## config.mk

```make
export PLATFORM = sky130hd
export DESIGN_NAME = buf_data_port
export DESIGN_NICKNAME = d
export VERILOG_FILES = /design/src/rtl/bdp_pkg.sv /design/src/rtl/bdp_ptr_reg.sv /design/src/rtl/bdp_addr_gen.sv /design/src/rtl/bdp_rd_return.sv /design/src/rtl/buf_data_port.sv
export SDC_FILE = /design/constraint.sdc
export NUM_CORES = 1
export LEC_CHECK = 0
export BUFFER_PORTS_ARGS = -buffer_cell sky130_fd_sc_hd__buf_4
export CAP_MARGIN = 20
export CORE_MARGIN = 8
export CORE_UTILIZATION = 54
export CTS_CLUSTER_SIZE = 40
export DETAILED_ROUTE_END_ITERATION = 10
export PLACE_DENSITY = 0.92
export SLEW_MARGIN = 20
export SYNTH_ARGS = -nofsm -noshare
export SYNTH_HDL_FRONTEND = slang
export SYNTH_SLANG_ARGS = --single-unit
export TNS_END_PERCENT = 100
```

## constraint.sdc

```tcl
create_clock -name clk -period 5.4 [get_ports clk]
set_clock_uncertainty 0.05 [all_clocks]
set_input_delay 0.54 -clock clk [delete_from_list [all_inputs] [get_ports clk]]
set_output_delay 0.54 -clock clk [all_outputs]
set_load 0.1 [all_outputs]
```

## src/rtl/bdp_pkg.sv

```systemverilog
package bdp_pkg;
  localparam int PTR_W    = 16;
  localparam int OFF_W    = 11;
  localparam int SEL_BIT  = 15;
  localparam int AUTO_BIT = 14;
  localparam logic [3:0] OFS_PTR_LO = 4'd6;
  localparam logic [3:0] OFS_PTR_HI = 4'd7;
  localparam logic [7:0] HI_MASK    = 8'hF7;

  typedef enum logic [1:0] {RET_NONE, RET_REG, RET_MEM} ret_e;

  // data window spans offsets 8..11
  function automatic logic is_data(input logic [3:0] a);
    return a[3:2] == 2'b10;
  endfunction

  function automatic logic [OFF_W-1:0] access_off(input logic [PTR_W-1:0] p,
                                                  input logic [1:0] lane);
    if (p[AUTO_BIT]) return p[OFF_W-1:0];
    return p[OFF_W-1:0] + OFF_W'(lane);
  endfunction

  function automatic logic [PTR_W-1:0] bump_ptr(input logic [PTR_W-1:0] p);
    logic [OFF_W-1:0] nxt;
    nxt = p[OFF_W-1:0] + OFF_W'(1);
    return {p[PTR_W-1:OFF_W], nxt};
  endfunction

  function automatic logic [7:0] hi_view(input logic [PTR_W-1:0] p);
    return p[15:8] & HI_MASK;
  endfunction
endpackage

```

## src/rtl/bdp_ptr_reg.sv

```systemverilog
module bdp_ptr_reg
  import bdp_pkg::*;
(
  input  logic             clk,
  input  logic             rst_n,
  input  logic             wr_lo,
  input  logic             wr_hi,
  input  logic [7:0]       wdata,
  input  logic             bump,
  output logic [PTR_W-1:0] ptr
);
  always_ff @(posedge clk or negedge rst_n) begin
    if (!rst_n) begin
      ptr <= '0;
    end else if (wr_lo) begin
      ptr <= {ptr[15:8], wdata};
    end else if (wr_hi) begin
      ptr <= {wdata, ptr[7:0]};
    end else if (bump) begin
      ptr <= bump_ptr(ptr);
    end
  end
endmodule

```

## src/rtl/bdp_addr_gen.sv

```systemverilog
module bdp_addr_gen
  import bdp_pkg::*;
#(
  parameter int PG_W = 2,
  localparam int MA_W = PG_W + OFF_W
) (
  input  logic [PTR_W-1:0] ptr,
  input  logic [1:0]       lane,
  input  logic [PG_W-1:0]  pkt_num,
  input  logic [PG_W-1:0]  rx_head,
  output logic [MA_W-1:0]  mem_addr
);
  logic [PG_W-1:0] page;
  always_comb begin
    page     = ptr[SEL_BIT] ? rx_head : pkt_num;
    mem_addr = {page, access_off(ptr, lane)};
  end
endmodule

```

## src/rtl/bdp_rd_return.sv

```systemverilog
module bdp_rd_return
  import bdp_pkg::*;
(
  input  logic       clk,
  input  logic       rst_n,
  input  logic       req_mem,
  input  logic       req_reg,
  input  logic [7:0] reg_val,
  input  logic [7:0] mem_rdata,
  output logic       rdata_valid,
  output logic [7:0] rdata
);
  ret_e       kind_q;
  logic [7:0] held_q;

  always_ff @(posedge clk or negedge rst_n) begin
    if (!rst_n) begin
      kind_q <= RET_NONE;
      held_q <= '0;
    end else begin
      kind_q <= req_mem ? RET_MEM : (req_reg ? RET_REG : RET_NONE);
      if (req_reg) held_q <= reg_val;
    end
  end

  assign rdata_valid = (kind_q != RET_NONE);
  assign rdata       = (kind_q == RET_MEM) ? mem_rdata : held_q;
endmodule

```

## src/rtl/buf_data_port.sv

```systemverilog
module buf_data_port
  import bdp_pkg::*;
#(
  parameter int PAGES = 4,
  localparam int PG_W = (PAGES > 1) ? $clog2(PAGES) : 1,
  localparam int MA_W = PG_W + OFF_W
) (
  input  logic            clk,
  input  logic            rst_n,
  input  logic            reg_rd,
  input  logic            reg_wr,
  input  logic [3:0]      reg_addr,
  input  logic [7:0]      reg_wdata,
  input  logic [PG_W-1:0] pkt_num,
  input  logic [PG_W-1:0] rx_head,
  output logic            rdata_valid,
  output logic [7:0]      rdata,
  output logic            mem_en,
  output logic            mem_we,
  output logic [MA_W-1:0] mem_addr,
  output logic [7:0]      mem_wdata,
  input  logic [7:0]      mem_rdata
);
  logic [PTR_W-1:0] ptr;
  logic rd_only, data_hit, data_wr, data_rd, bump, wr_lo, wr_hi, rd_reg;
  logic [7:0] reg_val;

  // write wins when both strobes are high
  assign rd_only  = reg_rd & ~reg_wr;
  assign data_hit = is_data(reg_addr);
  assign data_wr  = reg_wr & data_hit;
  assign data_rd  = rd_only & data_hit;
  assign bump     = (data_wr | data_rd) & ptr[AUTO_BIT];
  assign wr_lo    = reg_wr & (reg_addr == OFS_PTR_LO);
  assign wr_hi    = reg_wr & (reg_addr == OFS_PTR_HI);
  assign rd_reg   = rd_only & ~data_hit;

  always_comb begin
    if (reg_addr == OFS_PTR_LO)      reg_val = ptr[7:0];
    else if (reg_addr == OFS_PTR_HI) reg_val = hi_view(ptr);
    else                             reg_val = 8'h00;
  end

  bdp_ptr_reg u_ptr (
    .clk(clk), .rst_n(rst_n), .wr_lo(wr_lo), .wr_hi(wr_hi),
    .wdata(reg_wdata), .bump(bump), .ptr(ptr)
  );

  bdp_addr_gen #(.PG_W(PG_W)) u_agen (
    .ptr(ptr), .lane(reg_addr[1:0]), .pkt_num(pkt_num),
    .rx_head(rx_head), .mem_addr(mem_addr)
  );

  bdp_rd_return u_ret (
    .clk(clk), .rst_n(rst_n), .req_mem(data_rd), .req_reg(rd_reg),
    .reg_val(reg_val), .mem_rdata(mem_rdata),
    .rdata_valid(rdata_valid), .rdata(rdata)
  );

  assign mem_en    = data_wr | data_rd;
  assign mem_we    = data_wr;
  assign mem_wdata = reg_wdata;
endmodule

```

# --- After elaboration in Yosys (flattened, before gate mapping) ---
# Cells that the tools add are included.
# Widths: inputs -> output; s select.
totals:
  regBits: 26
  output_inout_bits: 32
op_classes:
  addsub: 2
  n_eq_ne: 5
  muxes: 12
  bitwise: 11
  reduce_logical: 6
op_table:
  columns: ["cell", "count"]
  rows:
  - ["$mux 11", 3]
  - ["$mux 8", 4]
  - ["$mux 16", 1]
  - ["$add 11x1->11 const B", 1]
  - ["$add 11x2->11", 1]
  - ["$eq 4x3->1 const B", 2]
  - ["$and 1x1->1", 7]
  - ["$reduce_and 2->1", 3]
  - ["$reduce_bool 2->1", 3]
  - ["$eq 2x2->1 const B", 2]
  - ["$mux 2", 2]
  - ["$not 1->1", 3]
  - ["$mux 1", 2]
  - ["$ne 2x1->1 const B", 1]
  - ["$or 1x1->1", 1]

# --- Longest topological paths before layout ---
logic_depth:
  ltp_word: 8
  depth_mapped: 6

# --- Modules after synthesis ---
# From an unflattened synthesis, not the netlist that was laid out.
unflattened:
  cells_unflattened: 188
  area_unflattened_um2: 1935.6
by_module_without_submodules:
  columns: ["module", "instances", "cells_per_inst", "area_per_inst_um2", "seq_area_each_um2"]
  rows:
  - ["bdp_ptr_reg", 1, 85, 844.6, 400.4]
  - ["bdp_rd_return", 1, 31, 503.0, 250.2]
  - ["bdp_addr_gen", 1, 36, 325.3, 0.0]
  - ["buf_data_port", 1, 36, 262.8, 0.0]

# --- Least setup slack after synthesis ---
# No wires, ideal clock.
synth_timing:
  kind: "input port to output port"
  startpoint: "input reg_addr[1]"
  endpoint: "output mem_addr[9]"
  t_arrival_ns: 3.001
  t_required_ns: 4.810
  slack_ns: 1.809
  path_stages: 5
  n_path_buf: 0
  cell_sequence: "ha_1 a21oi_1 or3b_2 nor3_1 xor2_1"
synth_between:
  elab_chain_len: 2
synth_rtl:
  columns: ["element", "line_no", "rtl"]
  rows:
  - ["start: declaration", "buf_data_port.sv:12", "input logic [3:0] reg_addr,"]
  - ["$add 11x2->11", "bdp_pkg.sv:20", "return p[OFF_W-1:0] + OFF_W'(lane);"]
  - ["$mux 11", "bdp_pkg.sv:20", null]
  - ["end: declaration", "buf_data_port.sv:20", "output logic [MA_W-1:0] mem_addr,"]
# No other way between the ends.

# --- Worst setup path after layout ---
layout_timing:
  startpoint: "register u_ptr.ptr[1]"
  endpoint: "output mem_addr[9]"
layout_between:
  elab_chain_len: 2
layout_rtl:
  columns: ["element", "line_no", "rtl"]
  rows:
  - ["start: declaration", "bdp_ptr_reg.sv:10", "output logic [PTR_W-1:0] ptr"]
  - ["start signal: assignment", "bdp_ptr_reg.sv:16", "ptr <= {ptr[15:8], wdata};"]
  - ["start signal: assignment", "bdp_ptr_reg.sv:18", "ptr <= {wdata, ptr[7:0]};"]
  - ["start signal: assignment", "bdp_ptr_reg.sv:20", "ptr <= bump_ptr(ptr);"]
  - ["$add 11x2->11", "bdp_pkg.sv:20", null]
  - ["$mux 11", "bdp_pkg.sv:20", null]
# No other way between the ends.

==> impl_metrics.json <==
{
  "fmax_mhz": 332,
  "drv_cap": 0,
  "clock_latency_ps": 320,
  "antenna_found_initial": 0,
  "syn_to_final_growth_pct": 23.7,
  "pwr_density_cell_nw_per_um2": 480,
  "critical_path_required_ps": 4810,
  "path_clk_slew_ps": 140,
  "relSlewSlack": 0.563,
  "overflow": 0,
  "drive_gt1_frac": 0.379,
  "cts_tree": "yes",
  "synth_area_per_cell_um2": 9.52,
  "vias": 1583,
  "rr_worst_depth": 5,
  "status": "complete, no violations",
  "fillerInstances": 251,
  "power_frac_clock": 0.084,
  "ir_worst_vdd_uv": 639,
  "setup_viol": 0,
  "critPathKind": "reg2out",
  "met3_usage": 0.0413,
  "cts_root_buffer": "clkbuf_4",
  "use_met2": 0.312,
  "diodes": 0,
  "critPathMaxFanout": 8,
  "die_area_um2": 5250,
  "core_area_um2": 3050,
  "fin_util": 0.698,
  "die_x_um": 72.5,
  "report.final.slew_viol_count": 0,
  "cp.arrival_ps": 2420,
  "die_h_um": 72.5,
  "dr.pass1.iters": 5,
  "use_met1": 0.202,
  "slowest_stage": "dfrtp_1",
  "synthMuxAreaShare": 0.110,
  "synth_flop_cell": "dfrtp_1",
  "grt_first_pass_wirelength_mm": 7.49,
  "p_leak_nw": 0.981,
  "hp-class": "in2async",
  "ios": 60,
  "min_period_ps": 3010,
  "grt_max_degree": 26,
  "synth_edf_count": 0,
  "tightest_slew_ps": 653,
  "synth_top_family_by_area": "simple AND/OR/NAND/NOR gates",
  "yosysTopAreaCellShare": 0.363,
  "fin_cells": 271,
  "cts_buffers": 3,
  "drt_iter0_markers": 146,
  "synth_xor_area_frac": 0.0458,
  "r2r_end": "u_ptr.ptr[8]$_DFFE_PN0P_",
  "synth_nets": 213,
  "synthSimpleGateAreaFrac": 0.203,
  "cts_buffer_depth": 2,
  "syn_inst": 181,
  "place_inst": 267,
  "dp_hpwl_mm": 3.62,
  "hold_viol_final": 0,
  "antenna_left": 0,
  "synthAdderAreaFrac": 0.0334,
  "cts_hold_buf": 0,
  "grt_pass1_vias": 1561,
  "ys_seq_elements": 25,
  "dpl_cell_area_um2": 2100,
  "tns_ps": 0,
  "p_sw_uw": 612,
  "postCtsSetupBuffers": 0,
  "power.internal_uw": 411,
  "synth_compound_area_frac": 0.161,
  "track_usage": 0.177,
  "seqPwrFrac": 0.305,
  "post-route-period-util": 0.557,
  "htree_levels": 1,
  "finalInstanceArea_um2": 2130,
  "wl_mm": 4.67,
  "drc": 0,
  "gp_congestion": 0.899,
  "path_cells": "ha_1, a21oi_1, or3b_2, nor3_1, xor2_1, buf_4",
  "routed_via_density": 5.84,
  "syn_area_um2": 1720,
  "async_flop_share": 1.00,
  "ys_seq_area_frac": 0.363,
  "synth_area_leader_cell": "dfrtp_1",
  "rows": 20,
  "timing.rr.start": "u_ptr.ptr[0]$_DFFE_PN0P_",
  "swShare": 0.598,
  "rsz0062_at_grt": "no",
  "comb_power_share": 0.612,
  "yosysWarnings": 0,
  "reg2reg_slack_ps": 3220,
  "grt-busiest-layer": "met2",
  "end_kind": "output port",
  "synthTopCellsByArea": "dfrtp_1 36%, mux2_2 10%, a22oi_1 4.4%, buf_4 4.4%, nand2_1 4.1%",
  "crit_path_start_kind": "register",
  "wl_per_cell_um": 17.2,
  "post_cts_resized": 0,
  "ys_types": 46,
  "numPortBuffers": 59,
  "clock-sinks": 25,
  "cpPeakStageDelay_ps": 510,
  "start_util": 0.564,
  "nets": 260
}
[critical path, delay by kind of cell (launching register included)]
kind / cells / cell delay [ps]
AO/OA/AOI/OAI: 1 / 50
AND/OR/NAND/NOR: 2 / 720
flip-flops: 1 / 510
buffers and inverters: 1 / 310
XOR/XNOR: 1 / 170
adder cells (fa/ha/maj): 1 / 320
[area by class of cell]
type                            count  area [µm²]  area share
Clock buffer                        3        22.5      0.0106
Timing Repair Buffer               60         450       0.211
Tap cell                           44        55.1      0.0258
Sequential cell                    25         626       0.293
Inverter                            5        18.8     0.00880
Multi-Input combinational cell    133         955       0.448
Clock inverter                      1        5.00     0.00235
[how the worst max path moves through the flow]
| stage | startpoint | end | slack [ps] | cells after the start |
|---|---|---|---|---|
| 3_3_place_gp | reg_addr[1] | mem_addr[9] | 2630 | 7 |
| 5_1_grt | u_ptr.ptr[1]$_DFFE_PN0P_ | mem_addr[9] | 2280 | 6 |
| 6_report | u_ptr.ptr[1]$_DFFE_PN0P_ | mem_addr[9] | 2390 | 6 |
| 3_5_place_dp | reg_addr[1] | mem_addr[9] | 2600 | 7 |
| 2_1_floorplan | reg_addr[1] | mem_addr[9] | 1810 | 5 |
| 4_1_cts | u_ptr.ptr[1]$_DFFE_PN0P_ | mem_addr[9] | 2390 | 6 |
[synth_stat cells, drive strengths merged (2+ instances only)]
| library cell | number |
|---|---|
| a21oi | 2 |
| a221o | 5 |
| a22oi | 10 |
| a31oi | 4 |
| and3 | 2 |
| and4b | 2 |
| buf | 13 |
| clkbuf | 5 |
| dfrtp | 25 |
| ha | 3 |
| inv | 5 |
| mux2 | 16 |
| nand2 | 19 |
| nand2b | 2 |
| nand3 | 4 |
| nand4 | 3 |
| nor2 | 11 |
| nor3 | 3 |
| nor3b | 2 |
| nor4 | 2 |
| o21ai | 14 |
| o41ai | 2 |
| or2 | 3 |
| or3b | 2 |
| or4 | 2 |
| xnor2 | 5 |
| xor2 | 4 |
[metal layers]
metal / vias up / share of wire / wire length, µm
met5: - / 0 / 0
met4: 0 / 0.022 / 103
met3: 14 / 0.10 / 478
met2: 90 / 0.48 / 2230
met1: 726 / 0.40 / 1860
li1: 753 / - / -
[power groups by stage]
stage,logic (mW),registers [mW],clock network [mW]
2_1_floorplan,0.545,0.262,0
3_3_place_gp,0.616,0.306,0
3_5_place_dp,0.625,0.310,0
4_1_cts,0.627,0.306,0.0847
5_1_grt,0.656,0.317,0.0915
6_report,0.626,0.312,0.0856
[layout by cell type, fill, tap and decap left out, drive strengths merged, types with 2 or more instances in the layout]
master  netlist  final
buf          13     60
dfrtp        25     25
nand2        19     19
mux2         16     16
o21ai        14     14
nor2         11     11
a22oi        10     10
inv           5      5
xnor2         5      5
a221o         5      5
nand3         4      4
xor2          4      4
a31oi         4      4
nor3          3      3
ha            3      3
clkbuf        5      3
nand4         3      3
or2           3      3
nor3b         2      2
a21oi         2      2
and4b         2      2
and3          2      2
or4           2      2
o41ai         2      2
nand2b        2      2
or3b          2      2
nor4          2      2
[through the flow]
| stage | hold WS (ps) | worst slack, ps | power [mW] |
|---|---|---|---|
| 2_1_floorplan | 194 | 1810 | 0.807 |
| 3_5_place_dp | 406 | 2600 | 0.936 |
| 3_3_place_gp | 403 | 2630 | 0.922 |
| 6_report | 43.2 | 2390 | 1.02 |
| 5_1_grt | 61.7 | 2280 | 1.06 |
| 4_1_cts | 48.5 | 2390 | 1.02 |
[registers in the layout, indices dropped and copies added (netlist names)]
| signal | count |
|---|---|
| u_ptr.ptr | 15 |
| u_ret.held_q | 8 |
| u_ret.kind_q | 2 |
[cell families (layout without fill, tap and decap cells)]
group / count (synthesis) / in the layout
AND/OR/NAND/NOR: 62 / 62
AO/OA/AOI/OAI: 41 / 41
flip-flops: 25 / 25
buffers and inverters: 23 / 69
multiplexers: 17 / 17
XOR/XNOR: 9 / 9
adder cells (fa/ha/maj): 4 / 4
Note: power is estimated with default switching activity, not from simulation.
